`src/rtl/tbr_pkg.sv`:
```
package tbr_pkg;

  typedef enum logic [1:0] {
    SEQ_IDLE      = 2'd0,
    SEQ_HI_FIRST  = 2'd1,
    SEQ_LO        = 2'd2,
    SEQ_HI_SECOND = 2'd3
  } seq_state_e;

endpackage

```
`src/rtl/tbr_counter.sv`:
```
module tbr_counter #(
  parameter int HALF_W = 32
) (
  input  logic                  clk,
  input  logic                  rst_n,
  input  logic                  tick_i,
  input  logic                  wr_en_i,
  input  logic                  wr_hi_i,
  input  logic [HALF_W-1:0]     wr_data_i,
  output logic [2*HALF_W-1:0]   count_o
);

  localparam int FULL_W = 2 * HALF_W;

  logic [FULL_W-1:0] cnt_q;
  logic [FULL_W-1:0] cnt_d;

  // Writes win over ticks; a write never carries into the other half.
  always_comb begin
    cnt_d = cnt_q;
    if (wr_en_i) begin
      if (wr_hi_i) begin
        cnt_d[FULL_W-1:HALF_W] = wr_data_i;
      end else begin
        cnt_d[HALF_W-1:0] = wr_data_i;
      end
    end else if (tick_i) begin
      cnt_d = cnt_q + FULL_W'(1);
    end
  end

  always_ff @(posedge clk or negedge rst_n) begin
    if (!rst_n) begin
      cnt_q <= '0;
    end else if (wr_en_i || tick_i) begin
      cnt_q <= cnt_d;
    end
  end

  assign count_o = cnt_q;

endmodule

```
`src/rtl/tbr_pair.sv`:
```
module tbr_pair #(
  parameter int HALF_W = 32
) (
  input  logic [HALF_W-1:0]   hi_first_i,
  input  logic [HALF_W-1:0]   lo_i,
  input  logic [HALF_W-1:0]   hi_second_i,
  output logic [2*HALF_W-1:0] joined_o
);

  // A set top bit of the low sample means it was taken before the wrap,
  // so it belongs with the earlier upper sample.
  always_comb begin
    if (hi_first_i == hi_second_i) begin
      joined_o = {hi_first_i, lo_i};
    end else if (lo_i[HALF_W-1]) begin
      joined_o = {hi_first_i, lo_i};
    end else begin
      joined_o = {hi_second_i, lo_i};
    end
  end

endmodule

```
`src/rtl/tbr_seq.sv`:
```
module tbr_seq
  import tbr_pkg::*;
#(
  parameter int HALF_W = 32
) (
  input  logic                  clk,
  input  logic                  rst_n,
  input  logic                  req_i,
  input  logic [HALF_W-1:0]     cnt_lo_i,
  input  logic [HALF_W-1:0]     cnt_hi_i,
  input  logic [2*HALF_W-1:0]   joined_i,
  output logic [HALF_W-1:0]     hi_first_o,
  output logic [HALF_W-1:0]     lo_o,
  output logic                  busy_o,
  output logic                  valid_o,
  output logic [2*HALF_W-1:0]   data_o
);

  localparam int FULL_W = 2 * HALF_W;

  seq_state_e        state_q, state_d;
  logic [HALF_W-1:0] hi_first_q;
  logic [HALF_W-1:0] lo_q;
  logic [FULL_W-1:0] data_q;
  logic              valid_q;

  logic cap_hi_first;
  logic cap_lo;
  logic cap_result;

  always_comb begin
    state_d = state_q;
    unique case (state_q)
      SEQ_IDLE:      if (req_i) state_d = SEQ_HI_FIRST;
      SEQ_HI_FIRST:  state_d = SEQ_LO;
      SEQ_LO:        state_d = SEQ_HI_SECOND;
      SEQ_HI_SECOND: state_d = SEQ_IDLE;
      default:       state_d = SEQ_IDLE;
    endcase
  end

  assign cap_hi_first = (state_q == SEQ_HI_FIRST);
  assign cap_lo       = (state_q == SEQ_LO);
  assign cap_result   = (state_q == SEQ_HI_SECOND);

  always_ff @(posedge clk or negedge rst_n) begin
    if (!rst_n) begin
      state_q <= SEQ_IDLE;
      valid_q <= 1'b0;
    end else begin
      state_q <= state_d;
      valid_q <= cap_result;
    end
  end

  always_ff @(posedge clk or negedge rst_n) begin
    if (!rst_n) begin
      hi_first_q <= '0;
    end else if (cap_hi_first) begin
      hi_first_q <= cnt_hi_i;
    end
  end

  always_ff @(posedge clk or negedge rst_n) begin
    if (!rst_n) begin
      lo_q <= '0;
    end else if (cap_lo) begin
      lo_q <= cnt_lo_i;
    end
  end

  always_ff @(posedge clk or negedge rst_n) begin
    if (!rst_n) begin
      data_q <= '0;
    end else if (cap_result) begin
      data_q <= joined_i;
    end
  end

  assign hi_first_o = hi_first_q;
  assign lo_o       = lo_q;
  assign busy_o     = (state_q != SEQ_IDLE);
  assign valid_o    = valid_q;
  assign data_o     = data_q;

endmodule

```
`src/rtl/timebase_reader.sv`:
```
module timebase_reader #(
  parameter int HALF_W = 32
) (
  input  logic                  clk,
  input  logic                  rst_n,
  input  logic                  tick_i,
  input  logic                  rd_lo_sel_i,
  input  logic                  rd_hi_sel_i,
  output logic [HALF_W-1:0]     rd_data_o,
  input  logic                  wr_en_i,
  input  logic                  wr_hi_i,
  input  logic [HALF_W-1:0]     wr_data_i,
  input  logic                  snap_req_i,
  output logic                  snap_busy_o,
  output logic                  snap_valid_o,
  output logic [2*HALF_W-1:0]   snap_data_o
);

  localparam int FULL_W    = 2 * HALF_W;
  localparam int RST_DEPTH = 2;

  logic [RST_DEPTH-1:0] rst_pipe_q;
  logic                 rst_sync_n;
  logic [FULL_W-1:0]    count_w;
  logic [HALF_W-1:0]    hi_first_w;
  logic [HALF_W-1:0]    lo_w;
  logic [FULL_W-1:0]    joined_w;

  // Assert asynchronously, release on the clock.
  always_ff @(posedge clk or negedge rst_n) begin
    if (!rst_n) begin
      rst_pipe_q <= '0;
    end else begin
      rst_pipe_q <= {rst_pipe_q[RST_DEPTH-2:0], 1'b1};
    end
  end
  assign rst_sync_n = rst_pipe_q[RST_DEPTH-1];

  tbr_counter #(.HALF_W(HALF_W)) u_counter (
    .clk       (clk),
    .rst_n     (rst_sync_n),
    .tick_i    (tick_i),
    .wr_en_i   (wr_en_i),
    .wr_hi_i   (wr_hi_i),
    .wr_data_i (wr_data_i),
    .count_o   (count_w)
  );

  tbr_pair #(.HALF_W(HALF_W)) u_pair (
    .hi_first_i  (hi_first_w),
    .lo_i        (lo_w),
    .hi_second_i (count_w[FULL_W-1:HALF_W]),
    .joined_o    (joined_w)
  );

  tbr_seq #(.HALF_W(HALF_W)) u_seq (
    .clk        (clk),
    .rst_n      (rst_sync_n),
    .req_i      (snap_req_i),
    .cnt_lo_i   (count_w[HALF_W-1:0]),
    .cnt_hi_i   (count_w[FULL_W-1:HALF_W]),
    .joined_i   (joined_w),
    .hi_first_o (hi_first_w),
    .lo_o       (lo_w),
    .busy_o     (snap_busy_o),
    .valid_o    (snap_valid_o),
    .data_o     (snap_data_o)
  );

  always_comb begin
    if (rd_hi_sel_i) begin
      rd_data_o = count_w[FULL_W-1:HALF_W];
    end else if (rd_lo_sel_i) begin
      rd_data_o = count_w[HALF_W-1:0];
    end else begin
      rd_data_o = '0;
    end
  end

endmodule

```
`config.mk`:
```
export PLATFORM = sky130hd
export DESIGN_NAME = timebase_reader
export DESIGN_NICKNAME = d
export VERILOG_FILES = /design/src/rtl/tbr_pkg.sv /design/src/rtl/tbr_counter.sv /design/src/rtl/tbr_pair.sv /design/src/rtl/tbr_seq.sv /design/src/rtl/timebase_reader.sv
export SDC_FILE = /design/constraint.sdc
export NUM_CORES = 1
export LEC_CHECK = 0
export CORE_UTILIZATION = 30
export DETAILED_ROUTE_END_ITERATION = 10
export GPL_TIMING_DRIVEN = 0
export PLACE_DENSITY_LB_ADDON = 0.1
export REMOVE_ABC_BUFFERS = 1
export SLEW_MARGIN = 15
export SYNTH_ARGS = -nofsm -noshare
export SYNTH_HDL_FRONTEND = slang
export SYNTH_SLANG_ARGS = --single-unit
```
`constraint.sdc`:
```
create_clock -name clk -period 5.53 [get_ports clk]
set_input_delay 0.8295 -clock clk [delete_from_list [all_inputs] [get_ports clk]]
set_output_delay 0.8295 -clock clk [all_outputs]
set_load 0.05 [all_outputs]
```
After elaboration in Yosys (flattened, before gate mapping). Cells that the tools add are included.

Multipliers: 0. Equal/unequal tests: 7. Magnitude comparators: 0. Mux-type cells: 10. Divide/modulo/power cells: 0. Bitwise gates (word level): 0. Reduce and logical (&&, ||, !) cells: 6. Add/subtract/negate cells: 1. Shift-type cells: 0.

Operators by type and width (number): 2-to-1 mux 64 bit (4); 2-to-1 mux 32 bit (4); adder 64 x 1 -> 64 bit (second input constant) (1); == test 32 bit (1); case mux 2 bit (4 select lines) (1); AND reduction 3 bit (2); == test 2 bit (second input constant) (2); != test 2 bit (second input constant) (2); nonzero test 2 bit (2); == test 2 x 1 -> 1 bit (second input constant) (1); logical NOT 2 bit (1); 2-to-1 mux 2 bit (1); != test 2 x 1 -> 1 bit (second input constant) (1); logical OR 1 bit (1).

Latch bits: 0. Register bits after elaboration: 197. Logic and storage cells: 32. Output and inout bits: 98. Bits of input ports: 40. Bits in read-only memories: 0. Memory bits (writable): 0. Memories: 0.

Longest topological paths before layout.
Depth after elaboration: 3. Depth in mapped cells: 8. Gate-level depth less buffers: 7.

Hierarchy. Synthesis repeated with hierarchy kept, for this count alone.

Cell total of the unflattened synthesis: 963. Area, all modules: 10910.5 µm².

By module, submodules not included: tbr_seq (cells an instance 287, instances 1, sequential area each 3278.1 µm², area an instance 5292.6 µm²); tbr_counter (cells an instance 563, instances 1, sequential area each 1601.5 µm², area an instance 4421.7 µm²); tbr_pair (cells an instance 68, instances 1, sequential area each 0.0 µm², area an instance 784.5 µm²); timebase_reader (cells an instance 45, instances 1, sequential area each 50.0 µm², area an instance 411.6 µm²).

Worst setup path after synthesis. Ideal clock, no wire load.

Path kind: input port to output port. Start: input rd_hi_sel_i. End: output rd_data_o[23]. Path buffers: 2. Slack: 2.408 ns. Data required time: 4.701 ns. Stages on the path: 3. Arrival: 2.292 ns. Cells stage by stage: clkbuf_1 > clkbuf_1 > o21ai_0.

Word-level cells in the longest chain between the ends: 1.

Ends and longest elaborated chain: start: declaration (line timebase_reader.sv:8) `input logic rd_hi_sel_i,`; 2-to-1 mux 32 bit (line timebase_reader.sv:71) `if (rd_hi_sel_i) begin`; end: declaration (line timebase_reader.sv:9) `output logic [HALF_W-1:0] rd_data_o,`.

Every way passes these cells.

Worst setup path after layout.
Start: input tick_i. End: register u_counter.cnt_q[58], in the netlist u_counter.count_o[58].

Word-level cells in the longest chain between the ends: 2. Elaborated cells on any way between the ends: 3. Classes of those cells: reduce/logical: 3.

Ends and longest elaborated chain: start: declaration (line timebase_reader.sv:6) `input logic tick_i,`; nonzero test 2 bit (no source line) or logical OR 1 bit (tied branches); AND reduction 3 bit (no source line) (*); end signal: assignment (line tbr_counter.sv:36) `cnt_q <= cnt_d;`; end: declaration (line tbr_counter.sv:15) `logic [FULL_W-1:0] cnt_q;`.

Mark *: on every way between the ends. The rest lies on a longest branch, timed or not. A chain may end at the register's enable or synchronous reset.

==> impl_metrics.env <==
export IMPL_status="complete, no violations"
export IMPL_met3_length_um=1720
export IMPL_worst_pin_slew_ns=1.16
export IMPL_synth_cells=1099
export IMPL_first_pass_iters=5
export IMPL_dieArea_um2=35500
export IMPL_grt_pass1_vias=8489
export IMPL_seq_area_frac_synth_pct=47.2
export IMPL_place_area_um2=12300
export IMPL_synth_enable_flop_cells=0
export IMPL_grt_ovfl_total=0
export IMPL_rows=67
export IMPL_critPathTopFamily="simple AND/OR/NAND/NOR gates"
export IMPL_yosysUniqueCellTypes=61
export IMPL_critPathKind="input pin to flip-flop"
export IMPL_ir_drop_mv=0.249
export IMPL_crit_path_max_incr_delay_ns=1.02
export IMPL_critPathLaunch="tick_i"
export IMPL_cp_start_kind="input pin"
export IMPL_antenna_found_initial=0
export IMPL_port_buffers=137
export IMPL_final_nets=1218
export IMPL_r2r_end="u_counter.count_o[54]"
export IMPL_syn_avg_cell_area_um2=9.50
export IMPL_syn_to_final_growth_pct=23.5
export IMPL_cts_tree="built"
export IMPL_setup_violations=0
export IMPL_clkPwrFrac_pct=18.6
export IMPL_finalPower_mw=7.02
export IMPL_r2r_start="u_counter.count_o[7]"
export IMPL_wl_um=34200
export IMPL_wl_per_cell_um=20.9
export IMPL_antenna_cells=0
export IMPL_start_util_pct=30.8
export IMPL_powerDensity_nw_per_um2=544
export IMPL_fin_crit_ns=3.63
export IMPL_grt_pass1_wl_um=52800
export IMPL_layout_drive_gt1_share_pct=13.8
export IMPL_coreArea_um2=33900
export IMPL_fin_area_um2=12900
export IMPL_hold_viol=0
export IMPL_p_comb_share_pct=46.2
export IMPL_h_tree_depth=4
export IMPL_grt_start_max_net_pins=56
export IMPL_viasPerCell=5.27
export IMPL_rsz0062_at_grt="false"
export IMPL_finClkSkew_ns=0.0158
export IMPL_synth_seq_cells=197
export IMPL_final_max_slew_violation_count=0
export IMPL_cts_setup_buffers=0
export IMPL_async_reset_ff_share_pct=100
export IMPL_root_buffer="clkbuf_16"
export IMPL_cp_max_fo=25
export IMPL_ant_nets=0
export IMPL_clockBufferDepth=2
export IMPL_power_internal_mw=4.04
export IMPL_clk_pin_slew_ns=0.07
export IMPL_rrSetupSlack_ns=2.54
export IMPL_drt_iter0_drc=556
export IMPL_arrival_ns=3.93
export IMPL_clk_latency_ns=0.46
export IMPL_layout_common_cells="dfrtp_1, clkdlybuf4s50_1, nand2_1"
export IMPL_cts_resized=0
export IMPL_route_detailed_drc=0
export IMPL_grt_total_usage_pct=19.7
export IMPL_route_vias_total=8602
export IMPL_min_from="rst_pipe_q[0]"
export IMPL_gp_congestion=0.867
export IMPL_ios=138
export IMPL_slew_headroom_pct=22.5
export IMPL_p_sw_share_pct=42.4
export IMPL_rr_worst_depth=6
export IMPL_synth_area_um2=10400
export IMPL_p_switching_mw=2.98
export IMPL_crit_path_cell_trace="clkdlybuf4s50_1 -> nand2b_1 -> nand2_1 -> and4b_1 -> a31oi_1 -> o211ai_1"
export IMPL_cts_sink_count=197
export IMPL_die_w_um=189
export IMPL_ctsHoldBuffers=0
export IMPL_power_frac_seq_pct=35.2
export IMPL_min_period_over_period_pct=65.7
export IMPL_dr_max_layer_used="met4"
export IMPL_end_kind="flip-flop"
export IMPL_required_ns=5.83
export IMPL_die_h_um=189
export IMPL_holdCritPathClass="flip-flop to flip-flop"
export IMPL_dp_hpwl_um=24500
export IMPL_numCtsBuffers=17
export IMPL_max_cap_viol_count=0
export IMPL_max_freq_mhz=275
export IMPL_cp_num_buf_inv=1
export IMPL_min_path_cells=0
export IMPL_worstHoldEndpoint="rst_pipe_q[1]"
export IMPL_met2WireLength_um=15400
export IMPL_layout_commonest_cell="dfrtp_1"
export IMPL_wl_met1_um=16300
export IMPL_slowest_stage="clkdlybuf4s50_1"
export IMPL_synth_warnings=0
export IMPL_hold_slack_ns=0.357
export IMPL_yosys_most_used_dff="dfrtp_1"
export IMPL_p_leak_nw=5.04
-- state kept, by name (all words and copies together) (netlist names) --
name               cells
u_seq.lo_o            32
u_seq.hi_first_o      32
rst_pipe_q             2
u_seq.state_q          2
u_seq.valid_o          1
u_counter.count_o     64
u_seq.data_o          64
-- power groups by stage --
stage	clock network, mW	registers, mW	logic [mW]
6_report	1.31	2.47	3.24
4_1_cts	1.35	2.48	3.28
2_1_floorplan	0	3.17	1.48
3_3_place_gp	0	2.51	3.22
3_5_place_dp	0	2.50	3.27
5_1_grt	1.39	2.56	3.47
-- cell families (layout without fill, tap and decap cells) --
family          Yosys count  count (layout)  synth area share [%]
compound gates          229             229                  12.8
simple gates            390             390                  18.3
other cells               1               1                0.0359
fa+ha+maj                 6               6                 0.719
flops                   197             197                  47.2
mux                     134             134                  14.0
buf+inv                 109             195                  4.12
xor+xnor                 33              33                  2.77
-- how the worst max path moves through the flow --
stage | end | depth (start not counted)
5_1_grt | u_counter.count_o[55] | 7
2_1_floorplan | u_counter.count_o[0] | 0
6_report | u_counter.count_o[58] | 6
4_1_cts | rd_data_o[13] | 4
3_3_place_gp | u_seq.valid_o | 0
3_5_place_dp | u_counter.count_o[58] | 6
-- worst reg2reg max path: cells and delay by family (launching register included) --
| kind | cells | cell delay, ns |
|---|---|---|
| AND/OR/NAND/NOR | 6 | 2.34 |
| flip-flops | 1 | 0.54 |
-- cell usage after synthesis, drive strengths merged (3+ instances only) --
master    n  share of area [%]
dfrtp   197                 47
nand2   114                4.1
mux2     98                 11
nor2     98                3.6
a21oi    87                4.2
o21ai    73                3.5
clkbuf   72                2.6
nand3    42                2.0
mux2i    36                3.5
xnor2    33                2.8
nand4    32                2.1
nor3     29                1.4
buf      23                1.0
and3     19                1.1
inv      14               0.50
a31oi    13               0.78
nor4     13               0.92
o22a     11               0.92
a22oi     7               0.50
and2      6               0.36
and4      6               0.53
ha        6               0.72
nand2b    6               0.36
o21a      6               0.43
o211ai    5               0.36
a211oi    4               0.29
nor2b     4               0.24
o22ai     4               0.24
or3       4               0.24
nor3b     3               0.22
nor4b     3               0.25
or2       3               0.18
or4       3               0.22
-- metal layers --
layer | track usage [%] | up-vias
met2 | 30.0 | 246
met4 | 6.92 | 0
met1 | 28.0 | 4248
met3 | 3.30 | 43
met5 | 0 | -
li1 | - | 4065
-- through the flow --
step           util, %  instances  setup TNS, ns  setup slack, ns
2_1_floorplan        -       1004         -71.38           -0.366
3_3_place_gp      35.4       1589        -774.68            -3.49
3_5_place_dp      36.3       1601              0             1.46
4_1_cts           38.1       1633              0             1.93
5_1_grt           38.1       1633              0             1.78
6_report          38.1       1633              0             1.90
-- layout make-up --
class	instances	area [um^2]
Tap cell	448	561
Clock buffer	20	457
Fill cell	3469	21000
Timing Repair Buffer	149	1620
Clock inverter	12	143
Inverter	14	52.6
Sequential cell	197	4930
Multi-Input combinational cell	793	5120
No activity file was read; power rests on OpenSTA's default activity.
